File: config.mk
export PLATFORM = sky130hd
export DESIGN_NAME = usbck_gate
export DESIGN_NICKNAME = d
export VERILOG_FILES = /design/src/rtl/usbck_pkg.sv /design/src/rtl/usbck_regs.sv /design/src/rtl/usbck_src_mux.sv /design/src/rtl/usbck_div.sv /design/src/rtl/usbck_gate.sv
export SDC_FILE = /design/constraint.sdc
export NUM_CORES = 1
export LEC_CHECK = 0
export BUFFER_PORTS_ARGS = -buffer_cell sky130_fd_sc_hd__clkbuf_2
export CORE_AREA = 2 2 45 47
export CTS_CLUSTER_SIZE = 40
export DETAILED_ROUTE_END_ITERATION = 8
export DIE_AREA = 0 0 47 49
export SLEW_MARGIN = 20
export SYNTH_ARGS = -nofsm -noshare
export SYNTH_HDL_FRONTEND = slang
export SYNTH_SLANG_ARGS = --single-unit
File: constraint.sdc
create_clock -name clk -period 2.2 [get_ports clk]
set_clock_uncertainty 0.15 [all_clocks]
set_input_delay 0 -clock clk [delete_from_list [all_inputs] [get_ports clk]]
set_output_delay 0 -clock clk [all_outputs]
set_load 0.05 [all_outputs]
File: src/rtl/usbck_pkg.sv
package usbck_pkg;
  typedef enum logic [1:0] {
    RA_ON   = 2'd0,
    RA_OFF  = 2'd1,
    RA_CFG  = 2'd2,
    RA_STAT = 2'd3
  } usbck_addr_e;

  localparam int CFG_SEL_BIT = 0;
  localparam int CFG_DIV_LSB = 4;
endpackage

File: src/rtl/usbck_regs.sv
module usbck_regs
  import usbck_pkg::*;
#(
  parameter int DW   = 8,
  parameter int DIVW = 4
) (
  input  logic            clk,
  input  logic            rst_n,
  input  logic            wr_en,
  input  logic [1:0]      wr_addr,
  input  logic [DW-1:0]   wr_data,
  output logic            en_o,
  output logic            sel_o,
  output logic [DIVW-1:0] div_o,
  output logic            restart_o
);
  logic            en_q;
  logic            sel_q;
  logic [DIVW-1:0] div_q;
  logic            hit_on, hit_off, hit_cfg;

  assign hit_on  = wr_en && (wr_addr == RA_ON)  && wr_data[0];
  assign hit_off = wr_en && (wr_addr == RA_OFF) && wr_data[0];
  assign hit_cfg = wr_en && (wr_addr == RA_CFG);

  always_ff @(posedge clk) begin
    if (!rst_n) begin
      en_q  <= 1'b0;
      sel_q <= 1'b0;
      div_q <= '0;
    end else begin
      if (hit_off)     en_q <= 1'b0;
      else if (hit_on) en_q <= 1'b1;
      if (hit_cfg) begin
        sel_q <= wr_data[CFG_SEL_BIT];
        div_q <= wr_data[CFG_DIV_LSB +: DIVW];
      end
    end
  end

  assign en_o      = en_q;
  assign sel_o     = sel_q;
  assign div_o     = div_q;
  assign restart_o = hit_cfg;

  AST_ON_WRITE_ENABLES: assert property (@(posedge clk) disable iff (!rst_n)
    (wr_en && wr_addr == RA_ON && wr_data[0]) |=> en_q) else $error("on write");
  AST_OFF_WRITE_DISABLES: assert property (@(posedge clk) disable iff (!rst_n)
    (wr_en && wr_addr == RA_OFF && wr_data[0]) |=> !en_q) else $error("off write");
  AST_ZERO_WRITE_IGNORED: assert property (@(posedge clk) disable iff (!rst_n)
    (wr_en && (wr_addr == RA_ON || wr_addr == RA_OFF) && !wr_data[0]) |=> $stable(en_q))
    else $error("zero write");
  AST_CFG_HELD: assert property (@(posedge clk) disable iff (!rst_n)
    !(wr_en && wr_addr == RA_CFG) |=> ($stable(sel_q) && $stable(div_q)))
    else $error("cfg drift");
endmodule

File: src/rtl/usbck_src_mux.sv
module usbck_src_mux #(
  parameter int NSRC = 2
) (
  input  logic [NSRC-1:0]         pulse_vec,
  input  logic [NSRC-1:0]         lock_vec,
  input  logic [$clog2(NSRC)-1:0] sel,
  output logic                    pulse_o,
  output logic                    lock_o
);
  logic [NSRC-1:0] pick;

  for (genvar i = 0; i < NSRC; i++) begin : g_pick
    assign pick[i] = (sel == i);
  end

  assign pulse_o = |(pulse_vec & pick);
  assign lock_o  = |(lock_vec & pick);
endmodule

File: src/rtl/usbck_div.sv
module usbck_div #(
  parameter int DIVW = 4
) (
  input  logic            clk,
  input  logic            rst_n,
  input  logic            pulse,
  input  logic            gate,
  input  logic            restart,
  input  logic [DIVW-1:0] div,
  output logic            strobe_o
);
  logic [DIVW-1:0] cnt_q;
  logic            stb_q;

  always_ff @(posedge clk) begin
    if (!rst_n) begin
      cnt_q <= '0;
      stb_q <= 1'b0;
    end else if (restart || !gate) begin
      cnt_q <= '0;
      stb_q <= 1'b0;
    end else if (pulse) begin
      if (cnt_q >= div) begin
        cnt_q <= '0;
        stb_q <= 1'b1;
      end else begin
        cnt_q <= cnt_q + 1'b1;
        stb_q <= 1'b0;
      end
    end else begin
      stb_q <= 1'b0;
    end
  end

  assign strobe_o = stb_q;

  AST_STROBE_FROM_PULSE: assert property (@(posedge clk) disable iff (!rst_n)
    stb_q |-> $past(pulse && gate && !restart)) else $error("stray strobe");
  AST_DIV0_PASSTHRU: assert property (@(posedge clk) disable iff (!rst_n)
    (pulse && gate && !restart && div == '0) |=> stb_q) else $error("div0");
  AST_COUNT_CLEARED: assert property (@(posedge clk) disable iff (!rst_n)
    (restart || !gate) |=> (cnt_q == '0 && !stb_q)) else $error("count clear");
endmodule

File: src/rtl/usbck_gate.sv
module usbck_gate
  import usbck_pkg::*;
#(
  parameter int DW   = 8,
  parameter int DIVW = 4
) (
  input  logic          clk,
  input  logic          rst_n,
  input  logic          pll_a_pulse,
  input  logic          pll_b_pulse,
  input  logic          pll_a_lock,
  input  logic          pll_b_lock,
  input  logic          wr_en,
  input  logic [1:0]    wr_addr,
  input  logic [DW-1:0] wr_data,
  input  logic [1:0]    rd_addr,
  output logic [DW-1:0] rd_data,
  output logic          usb_strobe
);
  localparam int NSRC = 2;

  logic            en, sel, restart, pulse_s, lock_s, active;
  logic [DIVW-1:0] div;

  usbck_regs #(.DW(DW), .DIVW(DIVW)) u_regs (
    .clk(clk), .rst_n(rst_n), .wr_en(wr_en), .wr_addr(wr_addr), .wr_data(wr_data),
    .en_o(en), .sel_o(sel), .div_o(div), .restart_o(restart)
  );

  usbck_src_mux #(.NSRC(NSRC)) u_mux (
    .pulse_vec({pll_b_pulse, pll_a_pulse}),
    .lock_vec ({pll_b_lock, pll_a_lock}),
    .sel(sel), .pulse_o(pulse_s), .lock_o(lock_s)
  );

  assign active = en && lock_s;

  usbck_div #(.DIVW(DIVW)) u_div (
    .clk(clk), .rst_n(rst_n), .pulse(pulse_s), .gate(active),
    .restart(restart), .div(div), .strobe_o(usb_strobe)
  );

  always_comb begin
    rd_data = '0;
    unique case (rd_addr)
      RA_ON, RA_OFF: rd_data[0] = en;
      RA_CFG: begin
        rd_data[CFG_SEL_BIT]          = sel;
        rd_data[CFG_DIV_LSB +: DIVW] = div;
      end
      RA_STAT: rd_data[0] = active;
      default: rd_data = '0;
    endcase
  end

  AST_NO_STROBE_UNLOCKED: assert property (@(posedge clk) disable iff (!rst_n)
    usb_strobe |-> $past(en && (sel ? pll_b_lock : pll_a_lock))) else $error("unlocked strobe");
  AST_STATUS_MATCH: assert property (@(posedge clk) disable iff (!rst_n)
    (rd_addr == RA_STAT) |-> (rd_data[0] == (en && (sel ? pll_b_lock : pll_a_lock))))
    else $error("status");
endmodule

# Yosys cells after proc, flatten, opt, wreduce, memory -nomap -nowiden
# Cells that the tools add are included.
# op_classes
bitwise_logic	5
reduce_logical	16
n_eq_ne	5
n_lt_le_gt_ge	1
add_sub_neg	1
muxes	4
# ops
op	count
2-bit OR reduction	5
4-bit two-way mux	2
2-bit equality test, second input constant	3
1-bit logical AND	6
4-bit by 1-bit adder with 4-bit output, second input constant	1
2-bit bitwise AND	2
2-bit by 1-bit equality test with 1-bit output, second input constant	2
4-bit greater-or-equal comparator	1
2-bit logical NOT	2
1-bit inverter	3
1-bit case mux with 3 select lines	1
3-bit OR reduction	1
1-bit logical NOT	1
1-bit logical OR	1
1-bit two-way mux	1
# totals
regBits	11
wordCells	37
out_inout_bits	9

# Depth between registers and ports, before layout
# depth
ltp_word	7
depth_mapped	5
ltp_nobuf	5

# Hierarchy
# From an unflattened synthesis, not the netlist that was laid out.
# unflattened
cells_unflattened	81
hier_area_um2	706.9
# by_module_without_submodules
module	cells_per_inst	instances	area_per_inst_um2	seq_area_each_um2
usbck_div	39	1	334.1	100.1
usbck_regs	28	1	262.8	120.1
usbck_gate	12	1	87.6	0.0
usbck_src_mux	2	1	22.5	0.0

# Worst setup path before layout
# No wires, ideal clock.
# synth_path
path_type	register -> register
start	reg u_regs.div_q[2], in the netlist u_regs.div_o[2]
end	reg u_div.cnt_q[2]
arrival_time_ps	1290
t_required_ps	1955
path_stages_with_launch	6
period_less_slack_ps	1535
slack_ps	665
path_cell_list	dfxtp_1 inv_1 ha_1 a211oi_1 o21ai_0 a221oi_1
# synth_via
elab_chain_len	2
# synth_lines
element	line	source
from (decl)	usbck_regs.sv:19	logic [DIVW-1:0] div_q;
from (signal assigned)	usbck_regs.sv:36	div_q <= wr_data[CFG_DIV_LSB +: DIVW];
4-bit greater-or-equal comparator	usbck_div.sv:23	if (cnt_q >= div) begin
4-bit two-way mux	usbck_div.sv:23	
to (signal assigned)	usbck_div.sv:27	cnt_q <= cnt_q + 1'b1;
to (decl)	usbck_div.sv:12	logic [DIVW-1:0] cnt_q;
# No other way between the ends.
# A chain may end at the register's enable or synchronous reset.

# Final worst setup path
# layout_path
start	in wr_addr[0]
end	reg u_regs.div_q[2], in the netlist u_regs.div_o[2]
# layout_via
elab_chain_len	2
# layout_lines
element	line	source
from (decl)	usbck_gate.sv:14	input logic [1:0] wr_addr,
2-bit equality test	usbck_regs.sv:24	assign hit_cfg = wr_en && (wr_addr == RA_CFG);
1-bit logical AND	usbck_regs.sv:24	
# No other way between the ends.

==> results by group <==
Power
  • Switching Share: 0.2745
  • Cell Int Power: 310.6 uW
  • Proportion of power drawn by the clock network: 0.331
  • IR drop worst, VDD: a little over 0.3 mV
  • Reg power frac: 0.483
  • Power Dens Cells: roughly 470 nW/um^2
  • Leak: 0.0004485 uW
  • Sw power: between 100 and 150 uW
  • Logic pwr share: 0.186

Worst setup path
  • Worst Setup Start Kind: input port
  • CP max stage cell: dlygate4sd3_1
  • WP data required: 2.21 ns
  • CP Max Fanout: 6
  • Crit end category: flop
  • Worst EP arrival: ~1.9 ns
  • Crit-path cells: dlygate4sd3_1 -> clkbuf_2 -> nand3b_1 -> mux2i_1 -> nor2b_1 -> dlygate4sd3_1
  • Critical Path Max Stage Delay: 0.55 ns
  • Kind of critical path: input port to flop
  • Reg-to-reg slack, setup: 0.46 ns
  • FF-to-FF path depth: 5
  • Most used cell, CP: dlygate4sd3_1
  • End of the worst register-to-register path: u_div.cnt_q[2]
  • Worst R2R Start: u_regs.div_o[2]

Final layout
  • Number of fillers in the final layout: approximately 190
  • Synth-to-Final Area Change: 41.94%
  • Layout Cells excl Fill: 131
  • Post-Layout Inst Area: between 900 and 1000 sq um
  • Multi-input gate area: 386.6 sq um
  • Storage element area: 220.2 sq um
  • Antenna Cells: 0
  • Share of cells above drive strength 1: 0.2500
  • Fin nets: between 100 and 150

Timing
  • Final TNS setup: 0 ns
  • Maximum clock rate: 541.0 MHz
  • Fin crit period: approximately 1.8 ns
  • Slew headroom: 0.6135
  • Final Hold Vio Count: 0
  • Setup violations, final: 0
  • RSZ-0062 raised after global routing: no
  • Worst-Margin Slew: about 0.57 ns
  • Max-slew violations: 0
  • Period Utilization, post-route: 0.8402

Synthesis
  • Area contributors post-synth: dfxtp_1, mux2i_1, ha_1, nor2b_1, and2_1
  • Register area share after synthesis: 0.3417
  • EDFF count, synth: 0
  • Top cell type by total area after synthesis: dfxtp_1
  • Avg Cell Area, Syn: 9.476 sq um
  • Post-synthesis cell count: 68
  • Dominant synthesized flop cell: dfxtp_1
  • Ys Warns: 0
  • Post-synth top area share: 0.3417
  • Synth Cell Area: 644.4 sq um
  • Synthesis-stage register bit count: 11
  • Ys async rst share: 0
  • Netlist cell types: 23

Worst hold path
  • Hold Crit Start: pll_b_pulse
  • Hold Path End: u_div.cnt_q[0]
  • Hold WC Path Type: input port to flop
  • Hold Path Depth: 4

Place
  • Placer Congestion: 0.6521
  • Post-placement cell count: around 120
  • Port Buffers: 21
  • Placed cell areas: 768.2 sq um

Drt
  • Via count: 593
  • Detailed Route WL: 1282 um
  • Pre-antenna DRT Iters: 2
  • First DRT Iteration DRCs: 6
  • DR vias/cell: 4.527
  • Routed len/inst: around 10 um
  • Detailed-route DRC error count: 0
  • Post-route antenna net violation count: 0

Outcome
  • Outcome: finished, final reports clean

Die
  • Die outline height: 49 um
  • Core ar.: about 1800 sq um
  • Die area: ~2300 sq um
  • Die Width: 47 um
  • Cell Rows: 16
  • I/O pin count: 28
  • Initial cell density of the core: 0.3499

Clock tree
  • CTS Hold Buffers Added: 12
  • CTS tree: yes
  • Clock Tree Root: clkbuf_4
  • H-tree depth: 1
  • CTS Buffer Depth: 2
  • Post-cts resize count: 0
  • CTS buffer count: 3
  • Postcts setup bufs: 0
  • Clock Latency Late Sink: 0.27 ns
  • Sink Count: 11
  • Clock transition at path regs: 0.08 ns

GRT
  • Tot GR Track Use: 0.1315
  • First-pass GRT wire length: 2256 um
  • Vias in the first global route: between 500 and 600
  • Global route overflow: 0
  • Initial antenna violation count: 0
  • Largest net degree at the start of global routing: 8

Flow run
  • Max Cap Viol: 0
## power by group through the flow
stage               Clock, uW  Combinational, uW  Sequential, uW
CTS                       146               79.8             207
global placement            0               65.1             211
detailed placement          0               66.0             212
finish                    142               79.8             207
floorplan                   0               48.4             211
global route              157               87.5             207
## kinds of logic (layout without fill, tap and decap cells)
| family | count (synthesis) | after routing | synth area share |
|---|---|---|---|
| xor+xnor | 1 | 1 | 0.01359 |
| fa+ha+maj | 5 | 5 | 0.09709 |
| compound gates | 11 | 11 | 0.1320 |
| flops | 11 | 11 | 0.3417 |
| other cells | 1 | 3 | 0.005820 |
| buf+inv | 9 | 43 | 0.06990 |
| simple gates | 22 | 22 | 0.2097 |
| mux | 8 | 8 | 0.1301 |
## synth_stat cells, drive strengths merged, types with 2 or more instances
master and instances:
a211oi 3, a221oi 2, and2 4, and3b 2
buf 3, dfxtp 11, ha 5, inv 6
mux2i 8, nand2 2, nor2 2, nor2b 7
o21ai 4, or3 2
## area by class of cell
class                           count  share of cell area
Tap cell                           27             0.03694
Timing Repair Buffer               33              0.2462
Clock buffer                        4             0.02873
Sequential cell                    11              0.2408
Multi-Input combinational cell     50              0.4227
Inverter                            6             0.02462
## critical path: cells and delay by family
kind / cells / cell delay [ns]
buffers and inverters: 3 / 1.19
multiplexers: 1 / 0.27
AND/OR/NAND/NOR: 2 / 0.41
## worst max path at each step
| stage | startpoint | to | slack [ns] | cells after the start |
|---|---|---|---|---|
| 2_1_floorplan | u_regs.div_o[2] | u_div.cnt_q[2] | 0.66 | 5 |
| 3_3_place_gp | u_div.cnt_q[0] | u_div.cnt_q[2] | 0.52 | 5 |
| 3_5_place_dp | u_regs.div_o[2] | u_div.cnt_q[2] | 0.47 | 5 |
| 4_1_cts | wr_addr[0] | u_regs.div_o[3] | 0.39 | 6 |
| 5_1_grt | wr_addr[0] | u_regs.div_o[2] | 0.24 | 6 |
| 6_report | wr_addr[0] | u_regs.div_o[2] | 0.35 | 6 |
## routing by layer
layer,wire length [um],track usage,share of wire,up-vias
met3,73,0.02593,0.057,2
li1,-,-,-,304
met5,0,0,0,-
met2,655,0.2146,0.51,20
met4,4,0.05556,0.0031,0
met1,549,0.1614,0.43,267
## through the flow
step	util	power [uW]	hold WS (ns)	setup slack (ns)
after detailed placement	0.4171	277.6	0.1139	0.4700
after global routing	0.4966	451.7	0.08073	0.2431
final	0.4966	428.2	0.02928	0.3515
after global placement	0.4171	276.6	0.1049	0.5243
after CTS	0.4966	432.3	0.02540	0.3891
after floorplan	-	259.6	-0.02183	0.6645
## sequential cells by signal (all words and copies together) (netlist names)
| name | flops |
|---|---|
| u_regs.div_o | 4 |
| u_regs.en_o | 1 |
| u_regs.sel_o | 1 |
| u_div.strobe_o | 1 |
| u_div.cnt_q | 4 |
## cell usage in the layout (no fill, tap or decap)
master and count:
nand2_1 2, a221oi_2 1, and3b_1 2, nand3_1 1
nand3b_1 1, xnor2_1 1, a211oi_1 3, clkbuf_1 1
nand4b_1 1, mux2i_1 7, or3_1 2, ha_1 5
dlygate4sd3_1 12, a221oi_1 1, o211a_1 1, nor2_1 2
o21ai_0 4, clkbuf_2 21, and2_1 4, mux2i_2 1
dfxtp_1 11, inv_1 6, nor2b_1 7, a22o_1 1
conb_1 3, clkbuf_4 3
Note: power is estimated with default switching activity, not from simulation.
